### config.mk
export PLATFORM = sky130hd
export DESIGN_NAME = dma_chan
export DESIGN_NICKNAME = d
export VERILOG_FILES = /design/src/rtl/dma_chan_pkg.sv /design/src/rtl/dma_addr_step.sv /design/src/rtl/dma_unit_ctr.sv /design/src/rtl/dma_seq.sv /design/src/rtl/dma_chan.sv
export SDC_FILE = /design/constraint.sdc
export NUM_CORES = 1
export LEC_CHECK = 0
export BUFFER_PORTS_ARGS = -buffer_cell sky130_fd_sc_hd__buf_2
export CORE_AREA = 2 2 164 134
export DETAILED_ROUTE_END_ITERATION = 10
export DIE_AREA = 0 0 166 136
export GPL_TIMING_DRIVEN = 0
export PLACE_DENSITY = 0.89
export SKIP_CTS_REPAIR_TIMING = 1
export SYNTH_ARGS = -nofsm -noshare
export SYNTH_HDL_FRONTEND = slang
export SYNTH_SLANG_ARGS = --single-unit
### constraint.sdc
create_clock -name clk -period 4.5 [get_ports clk]
set_input_delay 0.225 -clock clk [delete_from_list [all_inputs] [get_ports clk]]
set_output_delay 0.225 -clock clk [all_outputs]
set_load 0.02 [all_outputs]
### src/rtl/dma_chan_pkg.sv
package dma_chan_pkg;

  typedef enum logic [1:0] {
    UNIT_1B  = 2'b00,
    UNIT_2B  = 2'b01,
    UNIT_4B  = 2'b10,
    UNIT_16B = 2'b11
  } unit_e;

  typedef enum logic [1:0] {
    AM_FIXED = 2'b00,
    AM_INC   = 2'b01,
    AM_DEC   = 2'b10,
    AM_HOLD  = 2'b11
  } amode_e;

  typedef enum logic [2:0] {
    ST_IDLE,
    ST_ARB,
    ST_RD,
    ST_RWAIT,
    ST_WR
  } seq_e;

  // bytes moved by one bus beat for a unit code
  function automatic logic [2:0] unit_beat_bytes(input logic [1:0] u);
    case (u)
      UNIT_1B: return 3'd1;
      UNIT_2B: return 3'd2;
      default: return 3'd4;
    endcase
  endfunction

  // size code placed on the bus for each beat
  function automatic logic [1:0] unit_beat_code(input logic [1:0] u);
    return (u == UNIT_16B) ? UNIT_4B : u;
  endfunction

  // index of the final beat of one unit
  function automatic logic [1:0] unit_last_beat(input logic [1:0] u);
    return (u == UNIT_16B) ? 2'd3 : 2'd0;
  endfunction

endpackage

### src/rtl/dma_addr_step.sv
module dma_addr_step
  import dma_chan_pkg::*;
#(
  parameter int AW = 32
) (
  input  logic          clk,
  input  logic          rst_n,
  input  logic          load,
  input  logic [AW-1:0] load_addr,
  input  logic          adv,
  input  logic [1:0]    mode,
  input  logic [2:0]    step_bytes,
  output logic [AW-1:0] addr
);

  logic [AW-1:0] step_w;
  assign step_w = {{(AW-3){1'b0}}, step_bytes};

  always_ff @(posedge clk or negedge rst_n) begin
    if (!rst_n) begin
      addr <= '0;
    end else if (load) begin
      addr <= load_addr;
    end else if (adv) begin
      case (mode)
        AM_INC:  addr <= addr + step_w;
        AM_DEC:  addr <= addr - step_w;
        default: addr <= addr;
      endcase
    end
  end

endmodule

### src/rtl/dma_unit_ctr.sv
module dma_unit_ctr #(
  parameter int CW = 24
) (
  input  logic          clk,
  input  logic          rst_n,
  input  logic          load,
  input  logic [CW-1:0] load_cnt,
  input  logic          unit_done,
  input  logic          reload_en,
  input  logic [CW-1:0] reload_cnt,
  input  logic          flag_clr,
  output logic          last_unit,
  output logic          half_flag,
  output logic          end_flag
);

  localparam int RW = CW + 1;
  localparam logic [RW-1:0] FULL = {1'b1, {CW{1'b0}}};
  localparam logic [RW-1:0] ONE  = {{CW{1'b0}}, 1'b1};

  logic [RW-1:0] rem;
  logic [RW-1:0] tot;
  logic [RW-1:0] rem_nx;

  // a programmed zero stands for the full 2^CW range
  function automatic logic [RW-1:0] widen(input logic [CW-1:0] v);
    return {(v == '0), v};
  endfunction

  assign rem_nx    = rem - ONE;
  assign last_unit = (rem == ONE);

  always_ff @(posedge clk or negedge rst_n) begin
    if (!rst_n) begin
      rem       <= FULL;
      tot       <= FULL;
      half_flag <= 1'b0;
      end_flag  <= 1'b0;
    end else begin
      if (flag_clr) begin
        half_flag <= 1'b0;
        end_flag  <= 1'b0;
      end
      if (load) begin
        rem <= widen(load_cnt);
        tot <= widen(load_cnt);
      end else if (unit_done) begin
        if (rem_nx == (tot >> 1)) half_flag <= 1'b1;
        if (rem_nx == '0) begin
          end_flag <= 1'b1;
          if (reload_en) begin
            rem <= widen(reload_cnt);
            tot <= widen(reload_cnt);
          end else begin
            rem <= FULL;
            tot <= FULL;
          end
        end else begin
          rem <= rem_nx;
        end
      end
    end
  end

endmodule

### src/rtl/dma_seq.sv
module dma_seq
  import dma_chan_pkg::*;
#(
  parameter int DW = 32
) (
  input  logic          clk,
  input  logic          rst_n,
  input  logic          go,
  input  logic          burst,
  input  logic          last_unit,
  input  logic [1:0]    unit_code,
  input  logic          bus_gnt,
  input  logic          mem_ready,
  input  logic          mem_rvalid,
  input  logic [DW-1:0] mem_rdata,
  output logic          bus_req,
  output logic          rd_cyc,
  output logic          wr_cyc,
  output logic          rd_acc,
  output logic          wr_acc,
  output logic          unit_done,
  output logic [DW-1:0] hold_data
);

  seq_e       st;
  seq_e       st_nx;
  logic [1:0] beat;
  logic       beat_last;

  assign beat_last = (beat == unit_last_beat(unit_code));
  assign rd_cyc    = (st == ST_RD);
  assign wr_cyc    = (st == ST_WR);
  assign rd_acc    = rd_cyc && mem_ready;
  assign wr_acc    = wr_cyc && mem_ready;
  assign unit_done = wr_acc && beat_last;
  assign bus_req   = (st != ST_IDLE);

  always_comb begin
    st_nx = st;
    case (st)
      ST_IDLE:  if (go) st_nx = ST_ARB;
      ST_ARB: begin
        if (!go)         st_nx = ST_IDLE;
        else if (bus_gnt) st_nx = ST_RD;
      end
      ST_RD:    if (mem_ready) st_nx = ST_RWAIT;
      ST_RWAIT: if (mem_rvalid) st_nx = ST_WR;
      ST_WR: begin
        if (mem_ready) begin
          if (!beat_last)                      st_nx = ST_RD;
          else if (burst && go && !last_unit) st_nx = ST_RD;
          else                                 st_nx = ST_IDLE;
        end
      end
      default: st_nx = ST_IDLE;
    endcase
  end

  always_ff @(posedge clk or negedge rst_n) begin
    if (!rst_n) begin
      st        <= ST_IDLE;
      beat      <= '0;
      hold_data <= '0;
    end else begin
      st <= st_nx;
      if (wr_acc) beat <= beat_last ? 2'd0 : beat + 2'd1;
      if (st == ST_RWAIT && mem_rvalid) hold_data <= mem_rdata;
    end
  end

endmodule

### src/rtl/dma_chan.sv
module dma_chan
  import dma_chan_pkg::*;
#(
  parameter int AW = 32,
  parameter int DW = 32,
  parameter int CW = 24
) (
  input  logic          clk,
  input  logic          rst_n,
  input  logic          enable,
  input  logic          cfg_load,
  input  logic [AW-1:0] cfg_src_addr,
  input  logic [AW-1:0] cfg_dst_addr,
  input  logic [CW-1:0] cfg_count,
  input  logic [CW-1:0] cfg_reload_count,
  input  logic          cfg_reload_en,
  input  logic [1:0]    cfg_unit,
  input  logic [1:0]    cfg_src_mode,
  input  logic [1:0]    cfg_dst_mode,
  input  logic          cfg_burst,
  input  logic          irq_half_en,
  input  logic          irq_end_en,
  input  logic          flag_clr,
  output logic          bus_req,
  input  logic          bus_gnt,
  output logic          mem_valid,
  input  logic          mem_ready,
  output logic          mem_we,
  output logic [AW-1:0] mem_addr,
  output logic [1:0]    mem_size,
  output logic [DW-1:0] mem_wdata,
  input  logic          mem_rvalid,
  input  logic [DW-1:0] mem_rdata,
  output logic          half_flag,
  output logic          end_flag,
  output logic          irq_half,
  output logic          irq_end
);

  localparam int NSIDE = 2;  // 0 = source, 1 = destination

  logic          load_ok;
  logic          go;
  logic          last_unit;
  logic          rd_cyc, wr_cyc, rd_acc, wr_acc, unit_done;
  logic [2:0]    step_b;
  logic [AW-1:0] side_load [NSIDE];
  logic [AW-1:0] side_addr [NSIDE];
  logic          side_adv  [NSIDE];
  logic [1:0]    side_mode [NSIDE];

  assign load_ok = cfg_load && !bus_req;
  assign go      = enable && !end_flag;
  assign step_b  = unit_beat_bytes(cfg_unit);

  assign side_load[0] = cfg_src_addr;
  assign side_load[1] = cfg_dst_addr;
  assign side_adv[0]  = rd_acc;
  assign side_adv[1]  = wr_acc;
  assign side_mode[0] = cfg_src_mode;
  assign side_mode[1] = cfg_dst_mode;

  for (genvar g = 0; g < NSIDE; g++) begin : g_side
    dma_addr_step #(.AW(AW)) u_step (
      .clk        (clk),
      .rst_n      (rst_n),
      .load       (load_ok),
      .load_addr  (side_load[g]),
      .adv        (side_adv[g]),
      .mode       (side_mode[g]),
      .step_bytes (step_b),
      .addr       (side_addr[g])
    );
  end

  dma_unit_ctr #(.CW(CW)) u_ctr (
    .clk        (clk),
    .rst_n      (rst_n),
    .load       (load_ok),
    .load_cnt   (cfg_count),
    .unit_done  (unit_done),
    .reload_en  (cfg_reload_en),
    .reload_cnt (cfg_reload_count),
    .flag_clr   (flag_clr),
    .last_unit  (last_unit),
    .half_flag  (half_flag),
    .end_flag   (end_flag)
  );

  dma_seq #(.DW(DW)) u_seq (
    .clk        (clk),
    .rst_n      (rst_n),
    .go         (go),
    .burst      (cfg_burst),
    .last_unit  (last_unit),
    .unit_code  (cfg_unit),
    .bus_gnt    (bus_gnt),
    .mem_ready  (mem_ready),
    .mem_rvalid (mem_rvalid),
    .mem_rdata  (mem_rdata),
    .bus_req    (bus_req),
    .rd_cyc     (rd_cyc),
    .wr_cyc     (wr_cyc),
    .rd_acc     (rd_acc),
    .wr_acc     (wr_acc),
    .unit_done  (unit_done),
    .hold_data  (mem_wdata)
  );

  assign mem_valid = rd_cyc || wr_cyc;
  assign mem_we    = wr_cyc;
  assign mem_addr  = rd_cyc ? side_addr[0] : side_addr[1];
  assign mem_size  = unit_beat_code(cfg_unit);
  assign irq_half  = half_flag && irq_half_en;
  assign irq_end   = end_flag && irq_end_en;

endmodule

==> results.toml, run 1 <==
[synth]
synthMostInstantiatedCell = "nand2_1"
async_flop_share_pct = 100
synth_common_cells = "159 x nand2_1, 150 x dfrtp_1, 123 x a21oi_1"
ys_ff_latch = 152
syn_area_per_cell_um2 = 8.49
synth_top_cells_by_area = "dfrtp_1 33%, ha_1 7.4%, mux2_2 6.3%"
ys.flop_type = "dfrtp_1"
syn_area_um2 = 11400
synth.yosys.warnings = 0
ys_seq_area_share_pct = 33.5
synth_top_area_cell = "dfrtp_1"
ys_types = 78
synth_edf_count = 0
syn-instance-count = 1339
yosysTopAreaCellShare_pct = 33.0
syn-num-nets = 1570

[clock_network]
cts_made_buffers = 17
cts_tree = "yes"
clock_latency_ns = 0.44
clkTransAtPathRegs_ns = 0.08
cts_root_buffer = "clkbuf_16"
htree_levels = 4
cts.sinks = 152
clock_path_buffers = 2

[detailed_routing]
drc = 0
drt-total-wl_um = 39200
firstDrtPassIters = 5
vias = 11900
ant_nets = 0
wl_met3_um = 4610
topRoutingLayerUsed = "met4"
wirelength_met1_um = 15700
routed-wl-met2_um = 17000
via_per_inst = 6.31
wl_per_cell_um = 20.8
drtIter0Drc = 1405

[critical_path]
worstSetupPathType = "reg2reg"
required_ns = 4.81
worstSetupStartpointType = "flip-flop"
endpoint_kind = "flip-flop"
worst_ep_arrival_time_ns = 4.61
worstPathMaxFanout = 10

[global_route]
grt_overflow = 0
grt_usage_pct = 33.6
grt_pass1_vias = 11100
grt_pass1_wl_um = 59700
grt_max_degree = 93
antenna_found_initial = 1

[cells_and_area]
final-instance-count-excl-fill = 1888
seqCellArea_um2 = 3810
area_delta_synth_final_pct = 19.5
fill_cells = 1692
drive_above_1_share_pct = 23.1
nets = 1830
multiInputGateArea_um2 = 7140

[run_status]
violations = "negative hold slack"
status = "complete, but fails checks"

[floorplan]
placementRows = 48
die_x_um = 166
die_area_um2 = 22600
ioPinCount = 235
start_util_pct = 54.0
coreArea_um2 = 21100
fp.dieH_um = 136

[sta]
hold_violations = 12
setup_ws_ns = 0.203
fin_setup_tns_ns = 0
final_max_slew_viol_count = 0
finalWorstPathRequiredPeriod_ns = 4.30
max_freq_mhz = 233
whs_ns = -0.00744
rsz0062_at_grt = "false"
setup_viol = 0
relSlewSlack_pct = 12.3
finalCritPeriodShare_pct = 95.5
skew_ns = 0.0161
tightest_slew_ns = 1.31

[placed_design]
place_inst = 1849
place.detailed.hpwl_um = 29200
portBuffers = 234
pre_cts_ws_ns = -0.274
place_congestion = 1.01

[worst_hold_path]
hold_path.class = "in2reg"

[pwr]
power_density_nw_per_um2 = 693
total_power_mw = 9.42
leakagePower_nw = 6.32
ir_worst_vdd_mv = 0.396

[job]
max_cap_viol_count = 0
kinds of logic after synthesis:
group	count (synthesis)	synth area share (%)
xor+xnor	94	7.24
simple gates	446	18.8
flops	152	33.5
buf+inv	103	3.93
mux	70	6.86
compound gates	405	22.0
fa+ha+maj	69	7.72
sequential cells by signal, summed over array words and instances (netlist names):
| name | flops |
|---|---|
| g_side.u_step.addr | 64 |
| u_seq.hold_data | 32 |
| u_ctr.rem | 25 |
| u_ctr.tot | 24 |
| u_seq.st | 3 |
| u_seq.beat | 2 |
| u_ctr.end_flag | 1 |
| u_ctr.half_flag | 1 |
final cells by class:
class / count / area share (%)
well taps: 275 / 2.53
clock inverters: 15 / 1.20
flip-flops and latches: 152 / 28.0
inverters: 31 / 0.884
repair buffers: 240 / 9.24
clock buffers: 17 / 3.13
repair inverters: 1 / 0.0368
plain buffers: 72 / 2.43
multi-input cells: 1084 / 52.5
diodes: 1 / 0.0184
power by group:
part / switching, mW / internal (mW) / leakage (nW)
combinational: 3.13 / 2.14 / 4.20
sequential: 0.656 / 2.02 / 1.83
clock: 0.721 / 0.750 / 0.288
total: 4.51 / 4.91 / 6.32
worst paths after layout:
path	startpoint	end	slack, ns	depth (start not counted)
setup / recovery	u_ctr.rem[0]$_DFFE_PN0P_	u_ctr.rem[0]$_DFFE_PN0P_	0.20	14
hold / removal	cfg_dst_addr[5]	g_side[1].u_step.addr[5]$_DFFE_PN0P_	-0.007	3
setup reg to reg	u_ctr.rem[0]$_DFFE_PN0P_	u_ctr.rem[0]$_DFFE_PN0P_	0.20	14
hold reg to reg	u_ctr.tot[24]$_DFFE_PN1P_	u_ctr.tot[24]$_DFFE_PN1P_	0.50	2
max in group asynchronous	rst_n	g_side[1].u_step.addr[29]$_DFFE_PN0P_	3.27	3
min in group asynchronous	rst_n	g_side[1].u_step.addr[9]$_DFFE_PN0P_	0.35	2
metal layers:
layer  track usage (%)  up-vias
met5                 0        -
met4              15.9        0
met3              7.10      153
met2              51.3      811
met1              45.8     5566
li1                  -     5382
cells in the final DEF, fill, tap and decap left out, drive strengths merged, types with 25 or more instances in the layout:
| master | Yosys | final |
|---|---|---|
| xor2 | 40 | 40 |
| buf | 21 | 256 |
| nor3 | 25 | 25 |
| xnor2 | 54 | 54 |
| dfrtp | 150 | 150 |
| a21oi | 124 | 124 |
| nor2 | 98 | 98 |
| inv | 31 | 41 |
| nand2 | 159 | 159 |
| nand3 | 27 | 27 |
| clkbuf | 51 | 68 |
| mux2 | 64 | 64 |
| ha | 67 | 67 |
| o21ai | 115 | 115 |
| a21o | 36 | 36 |
metrics by stage:
step                      utilization [%]  cell area (um2)
after floorplan                         -            11400
after global placement               61.1            12900
after detailed placement             61.3            12900
after CTS                            64.1            13500
after global routing                 64.4            13600
final                                64.5            13600
critical path, cell delays in order (launching register included):
cell and delay (ns):
dfrtp_1 0.48, inv_1 0.09, ha_1 0.28, or4b_1 0.49
buf_6 0.17, or4_4 0.57, nor4_2 0.26, xor2_1 0.16
a2111o_1 0.42, nor4_4 0.37, nand2b_2 0.26, buf_4 0.23
nor2_1 0.05, a221oi_1 0.24, nand2_1 0.09
No activity file was read; power rests on OpenSTA's default activity.
==> run 2: changes to the inputs <==
REMOVE_ABC_BUFFERS = 1   (was unset)
==> run 2 against run 1 <==
  * The flow still finishes with violations (negative hold slack)
  * Highest routed layer unchanged
  * Sequential power about the same
  * Core utilization down 1.2 points
  * Largest power group unchanged
  * Critical path depth down 2
  * Critical path type unchanged
==> results.toml, run 2 (synthesized netlist as in run 1, its figures left out) <==
[global_route]
grt_max_degree = 80
grt_pass1_vias = 10200
grt_usage_pct = 28.6
grt_pass1_wl_um = 52000
grt_overflow = 0
antenna_found_initial = 3

[sta]
max_freq_mhz = 234
setup_viol = 0
finalCritPeriodShare_pct = 95.2
relSlewSlack_pct = 26.8
final_max_slew_viol_count = 0
whs_ns = -0.00517
tightest_slew_ns = 1.10
finalWorstPathRequiredPeriod_ns = 4.28
hold_violations = 5
rsz0062_at_grt = "false"
skew_ns = 0.0110
setup_ws_ns = 0.217

[critical_path]
crit_buf_inv = 1
crit_chain = "inv_1, ha_1, or4b_4, or4_4, nor4_1, xor2_1, a2111o_1, nor4_4, and2_2, a21o_1, a21oi_1, o31ai_2"
path_depth = 12
crit_family = "simple AND/OR/NAND/NOR gates"
worstSetupStartpointType = "flip-flop"
required_ns = 4.83
ff2ff_path_depth = 12
worstSetupPathType = "reg2reg"
endpoint_kind = "flip-flop"
worst_ep_arrival_time_ns = 4.61
slowest_stage = "or4_4"
critPathMaxStageDelay_ns = 0.66
worstPathMaxFanout = 14

[clock_network]
cts_tree = "yes"
cts_root_buffer = "clkbuf_16"
clkTransAtPathRegs_ns = 0.07
cts.sinks = 152
clock_path_buffers = 2
htree_levels = 4
cts_made_buffers = 17
clock_latency_ns = 0.43

[floorplan]
fp.dieH_um = 136
die_x_um = 166
placementRows = 48
coreArea_um2 = 21100
start_util_pct = 54.0
ioPinCount = 235
die_area_um2 = 22600

[detailed_routing]
firstDrtPassIters = 8
drtIter0Drc = 1131
via_per_inst = 6.06
vias = 11000
drc = 0
ant_nets = 0
wl_per_cell_um = 18.2
drt-total-wl_um = 33200

[placed_design]
place_inst = 1783
placed_area_um2 = 12700
portBuffers = 234
place_congestion = 0.927
pre_cts_ws_ns = -0.0767
place.detailed.hpwl_um = 24200

[cells_and_area]
final_common_cell = "buf_2"
fill_cells = 1759
seqCellArea_um2 = 3810
fin_area_um2 = 13300
reg.largest.list = "g_side.u_step.addr x64, u_seq.hold_data x32, u_ctr.rem x25"
fin_util_pct = 63.3
area_delta_synth_final_pct = 17.3
mostFrequentLayoutCells = "233 x buf_2, 156 x nand2_1, 150 x dfrtp_1"
drive_above_1_share_pct = 24.2
final-instance-count-excl-fill = 1822
largest_reg_flops = 64
multiInputGateArea_um2 = 7170
nets = 1762
top_register = "g_side.u_step.addr"

[worst_hold_path]
min_path_cells = 3
hold_path.class = "in2reg"

[pwr]
power_density_nw_per_um2 = 673
leakagePower_nw = 6.21
total_power_mw = 8.98
ir_worst_vdd_mv = 0.372

[job]
max_cap_viol_count = 0

[run_status]
status = "complete, but fails checks"
violations = "negative hold slack"
## run 2: changes by cell type in the layout (fill, tap and decap cells not counted), sizes merged, moves of 2 or more
cell	before	now
buf	256	242
clkbuf	68	18
diode	1	3
inv	41	38
dlygate4sd3	5	2
## run 2: power breakdown
part | total [mW] | switching (mW) | internal, mW
clock | 1.37 | 0.650 | 0.722
sequential | 2.67 | 0.644 | 2.02
combinational | 4.95 | 2.82 | 2.12
total | 8.98 | 4.12 | 4.87
## run 2: layout make-up
type / instances / area share, %
clock inverter: 14 / 0.853
sequential: 152 / 28.5
timing repair buffer: 244 / 10.1
timing repair inverter: 1 / 0.0375
multi-input combinational: 1084 / 53.7
clock buffer: 18 / 3.22
antenna: 3 / 0.0563
tap: 275 / 2.58
inverter: 31 / 0.900
## run 2: stage by stage
stage          TNS, ns  hold slack (ns)
2_1_floorplan        0          -0.0706
3_3_place_gp    -55.86            0.427
3_5_place_dp    -0.394            0.297
4_1_cts         -0.567           -0.160
5_1_grt              0          0.00256
6_report             0         -0.00517
## run 2: final timing paths
path	startpoint	to	slack [ns]
setup / recovery	u_ctr.rem[0]$_DFFE_PN0P_	u_ctr.rem[17]$_DFFE_PN0P_	0.22
setup reg to reg	u_ctr.rem[0]$_DFFE_PN0P_	u_ctr.rem[17]$_DFFE_PN0P_	0.22
hold / removal	cfg_src_addr[13]	g_side[0].u_step.addr[13]$_DFFE_PN0P_	-0.005
max in group asynchronous	rst_n	u_seq.hold_data[27]$_DFFE_PN0P_	3.26
min in group asynchronous	rst_n	g_side[0].u_step.addr[6]$_DFFE_PN0P_	0.38
hold reg to reg	u_ctr.tot[24]$_DFFE_PN1P_	u_ctr.tot[24]$_DFFE_PN1P_	0.49
## run 2: worst reg2reg max path, stage by stage (launching register included)
cell,delay [ns]
dfrtp_1,0.47
inv_1,0.09
ha_1,0.24
or4b_4,0.57
or4_4,0.66
nor4_1,0.33
xor2_1,0.21
a2111o_1,0.44
nor4_4,0.35
and2_2,0.34
a21o_1,0.15
a21oi_1,0.08
o31ai_2,0.25
## run 2: metal layers
layer	vias to the layer above	GRT usage, %	part of all wire [%]
met3	70	6.43	9.8
met4	0	9.03	2.3
met5	-	0	0
li1	5259	-	-
met2	597	45.6	44
met1	5114	38.9	44
